===== src/rtl/zt_vis_track.sv =====
module zt_vis_track #(
  parameter int IW = 12
) (
  input  logic          clk,
  input  logic          rst_n,
  input  logic          step,
  input  logic          last,
  input  logic          hit_in,
  input  logic [IW-1:0] idx_in,
  output logic          vld,
  output logic          hit,
  output logic [IW-1:0] idx
);
  logic          acc_q, acc_d;
  logic          vld_q, vld_d;
  logic          hit_q, hit_d;
  logic [IW-1:0] idx_q;
  logic          done;

  assign done = step & last;

  always_comb begin
    acc_d = acc_q;
    if (step) acc_d = last ? 1'b0 : (acc_q | hit_in);
    vld_d = done;
    hit_d = acc_q | hit_in;
  end

  always_ff @(posedge clk or negedge rst_n) begin
    if (!rst_n) begin
      acc_q <= 1'b0;
      vld_q <= 1'b0;
      hit_q <= 1'b0;
    end else begin
      acc_q <= acc_d;
      vld_q <= vld_d;
      if (done) hit_q <= hit_d;
    end
  end

  always_ff @(posedge clk) begin
    if (done) idx_q <= idx_in;
  end

  assign vld = vld_q;
  assign hit = hit_q;
  assign idx = idx_q;
endmodule


===== config.mk =====
export PLATFORM = sky130hd
export DESIGN_NAME = zt_vis_track
export DESIGN_NICKNAME = d
export VERILOG_FILES = /design/src/rtl/zt_vis_track.sv
export SDC_FILE = /design/constraint.sdc
export NUM_CORES = 1
export LEC_CHECK = 0
export BUFFER_PORTS_ARGS = -buffer_cell sky130_fd_sc_hd__buf_2
export CAP_MARGIN = 20
export CORE_UTILIZATION = 30
export CTS_CLUSTER_SIZE = 16
export DETAILED_ROUTE_END_ITERATION = 8
export GPL_ROUTABILITY_DRIVEN = 1
export PLACE_DENSITY_LB_ADDON = 0.05
export SYNTH_ARGS = -nofsm -noshare
export SYNTH_HDL_FRONTEND = slang
export SYNTH_SLANG_ARGS = --single-unit

===== constraint.sdc =====
create_clock -name clk -period 1 [get_ports clk]
set_clock_uncertainty 0.05 [all_clocks]
set_input_delay 0 -clock clk [delete_from_list [all_inputs] [get_ports clk]]
set_output_delay 0 -clock clk [all_outputs]
set_load 0.02 [all_outputs]

# After elaboration in Yosys (flattened, before gate mapping)
# Cells that the tools add are included.
# W data, S select, Z words.
# word_totals
ff_bits,15
in_bits,17
out_inout_bits,14
# op_classes
mux,1
n_bitwise,2
# op_table
cell,count
$and A1 B1 Y1,1
$mux W1,1
$or A1 B1 Y1,1

# Depth between registers and ports, before layout
# Gate-level depths: netlist (run 1).
# logic_depth
word_depth,2
ltp_mapped,2

# Worst setup path after synthesis (run 1)
# OpenSTA, ideal clock, no wires.
# synth_path
kind,reg-to-reg
start,register hit (netlist name)
end,"register hit_q, in the netlist hit"
arrival_ns,0.628
slack_ns,0.198
stages_incl_launch_ff,3
path_buffers,0
path_cell_list,dfrtp_1 > a21oi_1 > a21oi_2
# synth_rtl
item,line_no,source
end signal: assignment,37,if (done) hit_q <= hit_d;
end: declaration,16,"logic hit_q, hit_d;"

# Worst setup path in the final report (run 1)
# layout_path
start,input port step
end,"register idx_q[8], in the netlist idx[8], enable pin"
# layout_via
elab_chain_len,1
# layout_rtl
item,line_no,source
start: declaration,6,"input logic step,"
$and A1 B1 Y1,20,assign done = step & last;
end signal: assignment,42,if (done) idx_q <= idx_in;
end: declaration,17,logic [IW-1:0] idx_q;
# No other way between the ends.
# A chain may end at the register's enable or synchronous reset.

==> metrics, run 1 <==
status finished, final reports clean; final worst path period share 96.3%; Seq cells post-synth 15; Gate power share 16.1%; total iterations of the first detailed-routing run 2; fill count 104; crit path capture type flop; leakage power 0.369 nW; All-Layer GR Usage 12.3%; sequential share of power 58.0%; number of synthesized flops with an enable pin 12; First DRT Iteration DRCs 1; global-route wire length before repair 1540 µm; peak supply drop 887 µV; Antenna Violating Nets Remaining 0; max cap viols 0; P_int 0.000980 W; largest area contributor in the netlist edfxtp_1; TritonCTS clock tree done; post-CTS setup buffers 0; crit-path cells dlygate4sd3_1, buf_2, and2_2; WL met1 367 µm; clock power share 25.9%; Final WS setup 0.0375 ns; largest net degree at the start of global routing 16; WP buf/inv 2; # rows 13; CTS Root Cell clkbuf_4; routability cong. 0.665; Finished Core Util 61.0%; DR WL met2 586 µm; Main synth FF type edfxtp_1; Setup crit start step; WL per Instance 11.4 µm; vias in the first global route 411; Slowest-stage cell, CP dlygate4sd3_1; synthesized instance count 21; most common cell in the netlist edfxtp_1; CTS Buf Count 3; # port buffers 30; sum of negative setup slack 0 ns; cell area after synthesis 470 µm²; initial antenna violation count 0; WL met3 46 µm; reg2reg end hit; Worst R2R Setup Slack 0.24 ns; sequential-to-total area share from yosys stat 92.6%; Arrival @ worst endpoint 0.89 ns; GRT overflow 0; Hold Crit Class primary input to flop; Worst Reg-to-Reg Cells 2; Setup violations, final 0; Setup crit end idx[8]; io pins 31; layout net count 91; Area after DPL 639 µm²; CP required 0.93 ns; Die Height 41.6 µm; layout cells sized above 1 49.3%; area grow syn2layout 79.3%; Residual DRC 0; measured slew at the worst slew-check pin 0.162 ns; via density per instance 4.22; Final Max Tran Viols 0; placed insts 66; Crit path depth 3; DIE AREA 0.00173 mm²; pre-CTS setup slack 0.244 ns; reg2reg start acc_q; clock latency on the worst-skew pair 0.27 ns; CP delay by family, top buffers and inverters; CP max stage delay 0.53 ns; switching share of total power 22.8%; Netlist cell types 6; Yosys warnings 0; Worst-path clk slew 0.08 ns; clk sinks 15; Syn Nets 38; ys async rst share 20.0%; PostCTS Resize Cnt 0; switching power 0.000289 W; final hold violations 0; top cells by area, synth edfxtp_1 77%, dfrtp_1 16%, a21oi_1 2.1%; antenna cells 0; DRT Wirelength 1000 µm; top cell type's share of synthesized area 76.6%; Non-Filler Instances 88; minimum clock period 0.963 ns; power per cell area 1510 mW/mm²; Slew HR 89.2%; cell area after layout 843 µm²; RSZ-0062 raised after global routing false; Fmax 1040 MHz; Synth top cells by count 12 x edfxtp_1, 3 x dfrtp_1, 2 x a21oi_1, 2 x nor2_1; Horiz. Die Dim 41.6 µm; Initial Util 34.0%; mean post-synth cell area 22.4 µm²; H-tree depth 1; Critical Path Source Type primary input; core area 0.00138 mm²; CP Class primary input to flop; Critical Path Fanout Max 7; vias after detailed routing 371; Max Root-Sink Buffers 2; Top Metal Used met3
[layout by cell type, fill, tap and decap left out, drive strengths merged]
cell type	n
nor2	2
buf	30
edfxtp	12
dlygate4sd3	17
clkbuf	4
dfrtp	3
and2	2
a21oi	3
[registers in the layout, summed over array words and instances (netlist names)]
signal / count
idx: 12
acc_q: 1
vld: 1
hit: 1
[logic make-up after synthesis]
| kind of cell | Yosys count | share of synthesized area, % |
|---|---|---|
| flip-flops | 15 | 92.6 |
| AND/OR/NAND/NOR | 3 | 3.46 |
| AO/OA/AOI/OAI | 3 | 3.99 |
[how the worst min path moves through the flow]
| stage | end | from | cells after the start |
|---|---|---|---|
| final | idx[2] | idx_in[2] | 2 |
| after global routing | idx[4] | idx_in[4] | 2 |
| after CTS | idx[2] | idx_in[2] | 2 |
| after detailed placement | vld | rst_n | 1 |
| after global placement | acc_q | rst_n | 1 |
| after floorplan | acc_q | rst_n | 0 |
[metrics by stage]
step	power [W]	hold slack [ns]
2_1_floorplan	0.000828	-0.346
3_3_place_gp	0.000896	-0.258
3_5_place_dp	0.000903	-0.253
4_1_cts	0.00128	0.376
5_1_grt	0.00133	0.374
6_report	0.00127	0.383
[area by class of cell]
| cell class | count | area, µm² | area share [%] |
|---|---|---|---|
| clock buffers | 4 | 26.3 | 3.12 |
| multi-input cells | 7 | 42.5 | 5.04 |
| flip-flops and latches | 15 | 435 | 51.6 |
| well taps | 15 | 18.8 | 2.23 |
| repair buffers | 47 | 320 | 38.0 |
[power groups by stage]
stage	registers [W]	logic, W	clock network [W]
after floorplan	0.000805	0.0000234	0
after global placement	0.000748	0.000148	0
after detailed placement	0.000751	0.000152	0
after CTS	0.000737	0.000203	0.000339
after global routing	0.000740	0.000220	0.000369
final	0.000736	0.000204	0.000329
[what timing repair did]
item | in CTS | in global routing
setup endpoints to repair | 0 | 7
hold endpoints to repair | 17 | 0
hold buffers | 17 | 0
[layer usage]
metal	GRT usage, %	vias to the layer above
met5	0	-
met4	7.74	0
met3	3.04	0
met2	24.7	14
met1	10.0	175
li1	-	182
Note: power is estimated with default switching activity, not from simulation.
==> inputs of run 2 (changes only) <==
ABC_AREA = 1   (was unset)
==> run 2 against run 1 <==
Effect of this change: the run now ends with hold timing left; combinational power is essentially flat; non-clock buffer count unchanged; global-route usage shrank 0.91 points; via count decreased by 2.2%; critical path depth rose by 2; flip-flop and latch count did not move; design area fell by 0.15%; total power decreased by 0.69%; fmax down 2.6%; hold slack worse by 0.44 ns; first-iteration DRC count grew to 7.0 times the previous value.
==> metrics, run 2 <==
mean post-synth cell area 21.2 µm²; Critical Path Fanout Max 13; leakage power 0.380 nW; Antenna Violating Nets Remaining 0; Finished Core Util 61.6%; number of synthesized flops with an enable pin 12; vias in the first global route 393; Slew HR 90.0%; Hold Crit Class primary input to flop; register area 435 µm²; TritonCTS clock tree done; DRT Wirelength 915 µm; via density per instance 4.13; area of the multi-input gates 27.5 µm²; ys async rst share 20.0%; max cap viols 0; antenna cells 0; status finished, violations left; crit-path cells dlygate4sd3_1, buf_2, nand2_2, inv_1, buf_12; CTS Buf Count 3; peak supply drop 722 µV; Die Height 41.4 µm; CP required 0.94 ns; Worst Hold Depth 3; layout net count 91; Worst-path clk slew 0.08 ns; Fmax 1010 MHz; measured slew at the worst slew-check pin 0.149 ns; sum of negative setup slack 0 ns; reg2reg start acc_q; core area 0.00137 mm²; Syn Nets 39; CP max stage delay 0.52 ns; Critical Path Source Type primary input; violated checks hold timing; commonest non-fill, non-tap cells in the layout 30 x buf_2, 16 x dlygate4sd3_1, 12 x edfxtp_1; Final WS setup 0.0117 ns; CP Class primary input to flop; routability cong. 0.656; detailed placement HPWL 628 µm; largest area contributor in the netlist edfxtp_1; DIE AREA 0.00172 mm²; crit path capture type flop; Yosys warnings 0; # port buffers 30; top cells by area, synth edfxtp_1 77%, dfrtp_1 16%, o21ai_1 2.1%; top cell type's share of synthesized area 77.2%; fill count 122; power per cell area 1500 mW/mm²; Setup violations, final 0; Slowest-stage cell, CP dlygate4sd3_1; H-tree depth 1; Horiz. Die Dim 41.4 µm; PostCTS Resize Cnt 0; global-route wire length before repair 1500 µm; final worst path period share 98.8%; clock latency on the worst-skew pair 0.27 ns; Initial Util 34.2%; clk sinks 15; synthesized instance count 22; Arrival @ worst endpoint 0.93 ns; sequential-to-total area share from yosys stat 93.3%; io pins 31; Max Root-Sink Buffers 2; GRT overflow 0; RSZ-0062 raised after global routing false; final hold violations 2; most common cell after layout, fill and taps aside buf_2; reg2reg end hit; CTS Root Cell clkbuf_4; initial antenna violation count 0; All-Layer GR Usage 11.4%; pre-CTS setup slack 0.240 ns; layout cells sized above 1 47.9%; # rows 13; Setup crit start last; Main synth FF type edfxtp_1; post-CTS setup buffers 0; vias after detailed routing 363; Seq cells post-synth 15; Synth top cells by count 12 x edfxtp_1, 3 x dfrtp_1, 2 x nor2_1, 2 x o21ai_1; Residual DRC 0; Netlist cell types 7; max reg flops 12; cell area after synthesis 467 µm²; total iterations of the first detailed-routing run 4; WL per Instance 10.4 µm; Worst Reg-to-Reg Cells 2; First DRT Iteration DRCs 7; area grow syn2layout 80.4%; minimum clock period 0.988 ns; cts hold-fix bufs 16; Setup crit end idx[11]; Min Hold Slack -0.0561 ns; largest net degree at the start of global routing 14; Worst R2R Setup Slack 0.22 ns; most common cell in the netlist edfxtp_1; Final Max Tran Viols 0
-- run 2: cell count changes in the layout (fill, tap and decap cells not counted), sizes merged --
| cell | previous run | this run |
|---|---|---|
| a21oi | 3 | 0 |
| and2 | 2 | 0 |
| nand2 | 0 | 2 |
| o21ai | 0 | 2 |
| buf | 30 | 31 |
| dlygate4sd3 | 17 | 16 |
| inv | 0 | 1 |
-- run 2: cells by family after synthesis --
| logic type | count (synthesis) | synth area share [%] |
|---|---|---|
| and+or+nand+nor | 4 | 3.75 |
| AOI/OAI and AO/OA | 2 | 2.14 |
| buffers and inverters | 1 | 0.804 |
| DFF | 15 | 93.3 |
-- run 2: worst min-delay path by stage --
stage | start | end
finish | step | acc_q
global route | step | acc_q
CTS | step | acc_q
detailed placement | rst_n | acc_q
global placement | rst_n | vld
floorplan | rst_n | acc_q
-- run 2: stage by stage --
| step | total power, W | instances | cell area, µm² | hold WS (ns) |
|---|---|---|---|---|
| finish | 0.00126 | 88 | 842 | -0.0561 |
| global route | 0.00133 | 88 | 842 | -0.0356 |
| CTS | 0.00129 | 88 | 842 | -0.0645 |
| detailed placement | 0.000910 | 68 | 656 | -0.254 |
| global placement | 0.000904 | 68 | 656 | -0.257 |
| floorplan | 0.000826 | 22 | 467 | -0.346 |
-- run 2: critical path: cells and delay by family --
kind,cells,cell delay (ns)
simple gates,1,0.06
buf+inv,4,0.86
-- run 2: report_power, final --
| part | switching, W | internal (W) | total, W |
|---|---|---|---|
| Sequential | 0.0000129 | 0.000724 | 0.000737 |
| Clock | 0.000164 | 0.000154 | 0.000319 |
| Combinational | 0.000102 | 0.000103 | 0.000205 |
| Total | 0.000279 | 0.000981 | 0.00126 |
-- run 2: layout make-up --
| cell class | instances | share of cell area, % |
|---|---|---|
| clock buffer | 4 | 3.12 |
| tap | 15 | 2.23 |
| sequential | 15 | 51.7 |
| multi-input combinational | 6 | 3.27 |
| timing repair buffer | 47 | 39.2 |
| inverter | 1 | 0.446 |
-- run 2: per-layer routing --
layer  vias to the layer above  part of all wire, %  wire (µm)  track usage, %
met5                         -                    0          0               0
met4                         0                    0          0            3.87
met3                         0                  5.6         51            4.35
met2                        20                   57        524            20.9
met1                       161                   37        339            11.5
li1                        182                    -          -               -
==> inputs of run 3 (changes only) <==
CORE_MARGIN = 8   (was unset)
==> run 3 against run 2 <==
Effect of this change: the flow now finishes without violations; wire length up 26%; cell count grew 3.4%; total power rose by 1.2%; clock power increased by 3%; global-route usage shrank 3.9 points; flip-flop and latch count is the same; register-to-register slack is essentially flat.
==> metrics, run 3 (synthesis results as in run 2) <==
status finished, final reports clean; Final Max Tran Viols 0; final worst path period share 97.7%; measured slew at the worst slew-check pin 0.148 ns; via density per instance 4.07; minimum clock period 0.977 ns; most common cell after layout, fill and taps aside buf_2; Worst Hold Depth 2; CTS Buf Count 3; total iterations of the first detailed-routing run 2; reg2reg start acc_q; layout cells sized above 1 50.7%; Min Hold Slack 0.386 ns; Critical Path Fanout Max 8; DRT Wirelength 1150 µm; peak supply drop 687 µV; io pins 31; TritonCTS clock tree done; Max Root-Sink Buffers 2; sum of negative setup slack 0 ns; Setup violations, final 0; clock latency on the worst-skew pair 0.27 ns; Worst-path clk slew 0.09 ns; max reg flops 12; Initial Util 31.3%; Horiz. Die Dim 55.4 µm; final hold violations 0; min-delay src idx_in[6]; post-CTS setup buffers 0; core area 0.00149 mm²; # port buffers 30; Critical Path Source Type primary input; layout net count 93; area of the multi-input gates 27.5 µm²; CP Class primary input to flop; Antenna Violating Nets Remaining 0; detailed placement HPWL 831 µm; Die Height 55.4 µm; Hold Crit Endpoint idx[6]; Worst R2R Setup Slack 0.21 ns; vias in the first global route 439; register area 435 µm²; leakage power 0.388 nW; routability cong. 0.624; H-tree depth 1; max cap viols 0; initial antenna violation count 0; clk sinks 15; power per cell area 1490 mW/mm²; Worst Reg-to-Reg Cells 2; antenna cells 0; GRT overflow 0; crit path capture type flop; RSZ-0062 raised after global routing false; Residual DRC 0; fill count 118; All-Layer GR Usage 7.43%; DIE AREA 0.00307 mm²; Finished Core Util 57.6%; Fmax 1020 MHz; First DRT Iteration DRCs 1; Arrival @ worst endpoint 0.92 ns; global-route wire length before repair 1880 µm; area grow syn2layout 83.6%; vias after detailed routing 370; WL per Instance 12.6 µm; commonest non-fill, non-tap cells in the layout 30 x buf_2, 17 x dlygate4sd3_1, 12 x edfxtp_1; reg2reg end hit; largest net degree at the start of global routing 10; Hold Crit Class primary input to flop; CTS Root Cell clkbuf_4; CP required 0.94 ns; Slew HR 90.1%; # rows 14
-- run 3: cell types whose count changed in the layout (fill, tap and decap cells not counted) --
| cell | before | now |
|---|---|---|
| inv_2 | 0 | 1 |
| inv_1 | 1 | 0 |
| clkinv_2 | 0 | 1 |
| buf_12 | 1 | 0 |
| dlygate4sd3_1 | 16 | 17 |
| clkbuf_1 | 1 | 0 |
| buf_6 | 0 | 2 |
-- run 3: where the power goes --
group / switching [W] / internal (W)
Combinational: 0.000106 / 0.000106
Clock: 0.000180 / 0.000148
Sequential: 0.0000120 / 0.000724
-- run 3: worst max-delay path by stage --
stage	startpoint	end	slack (ns)	cells after the start
after global placement	step	idx[0]	0.27	4
after global routing	step	idx[7]	0.003	5
after CTS	step	idx[5]	0.02	5
final	step	idx[7]	0.02	5
after floorplan	hit	hit	0.26	2
after detailed placement	acc_q	hit	0.24	2
-- run 3: area by class of cell --
class                           count  area share [%]
Clock buffer                        3            2.63
Sequential cell                    15            50.8
Tap cell                           16            2.34
Timing Repair Buffer               49            40.0
Multi-Input combinational cell      6            3.21
Inverter                            1           0.438
Clock inverter                      1           0.584
-- run 3: routing by layer --
| layer | part of all wire (%) | vias to the layer above | track usage, % |
|---|---|---|---|
| met5 | 0 | - | 0 |
| met4 | 0 | 0 | 2.11 |
| met3 | 9.3 | 0 | 4.57 |
| met2 | 54 | 17 | 13.8 |
| met1 | 36 | 167 | 6.37 |
| li1 | - | 186 | - |
-- run 3: worst max-delay path, stage by stage --
cell,delay [ns]
dlygate4sd3_1,0.52
buf_2,0.12
nand2_2,0.08
inv_2,0.07
buf_6,0.13
-- run 3: per-stage QoR --
stage / setup slack, ns / total power (W) / cells / area, µm²
2_1_floorplan: 0.262 / 0.000826 / 22 / 467
3_3_place_gp: 0.270 / 0.000904 / 70 / 652
3_5_place_dp: 0.242 / 0.000910 / 70 / 652
4_1_cts: 0.0205 / 0.00130 / 91 / 850
5_1_grt: 0.00257 / 0.00135 / 91 / 857
6_report: 0.0234 / 0.00128 / 91 / 857
-- run 3: repair_timing --
action,4_1_cts,5_1_grt
endpoints found under the setup margin,0,12
endpoints found under the hold margin,17,0
hold buffers,17,0
gates resized for setup,0,3
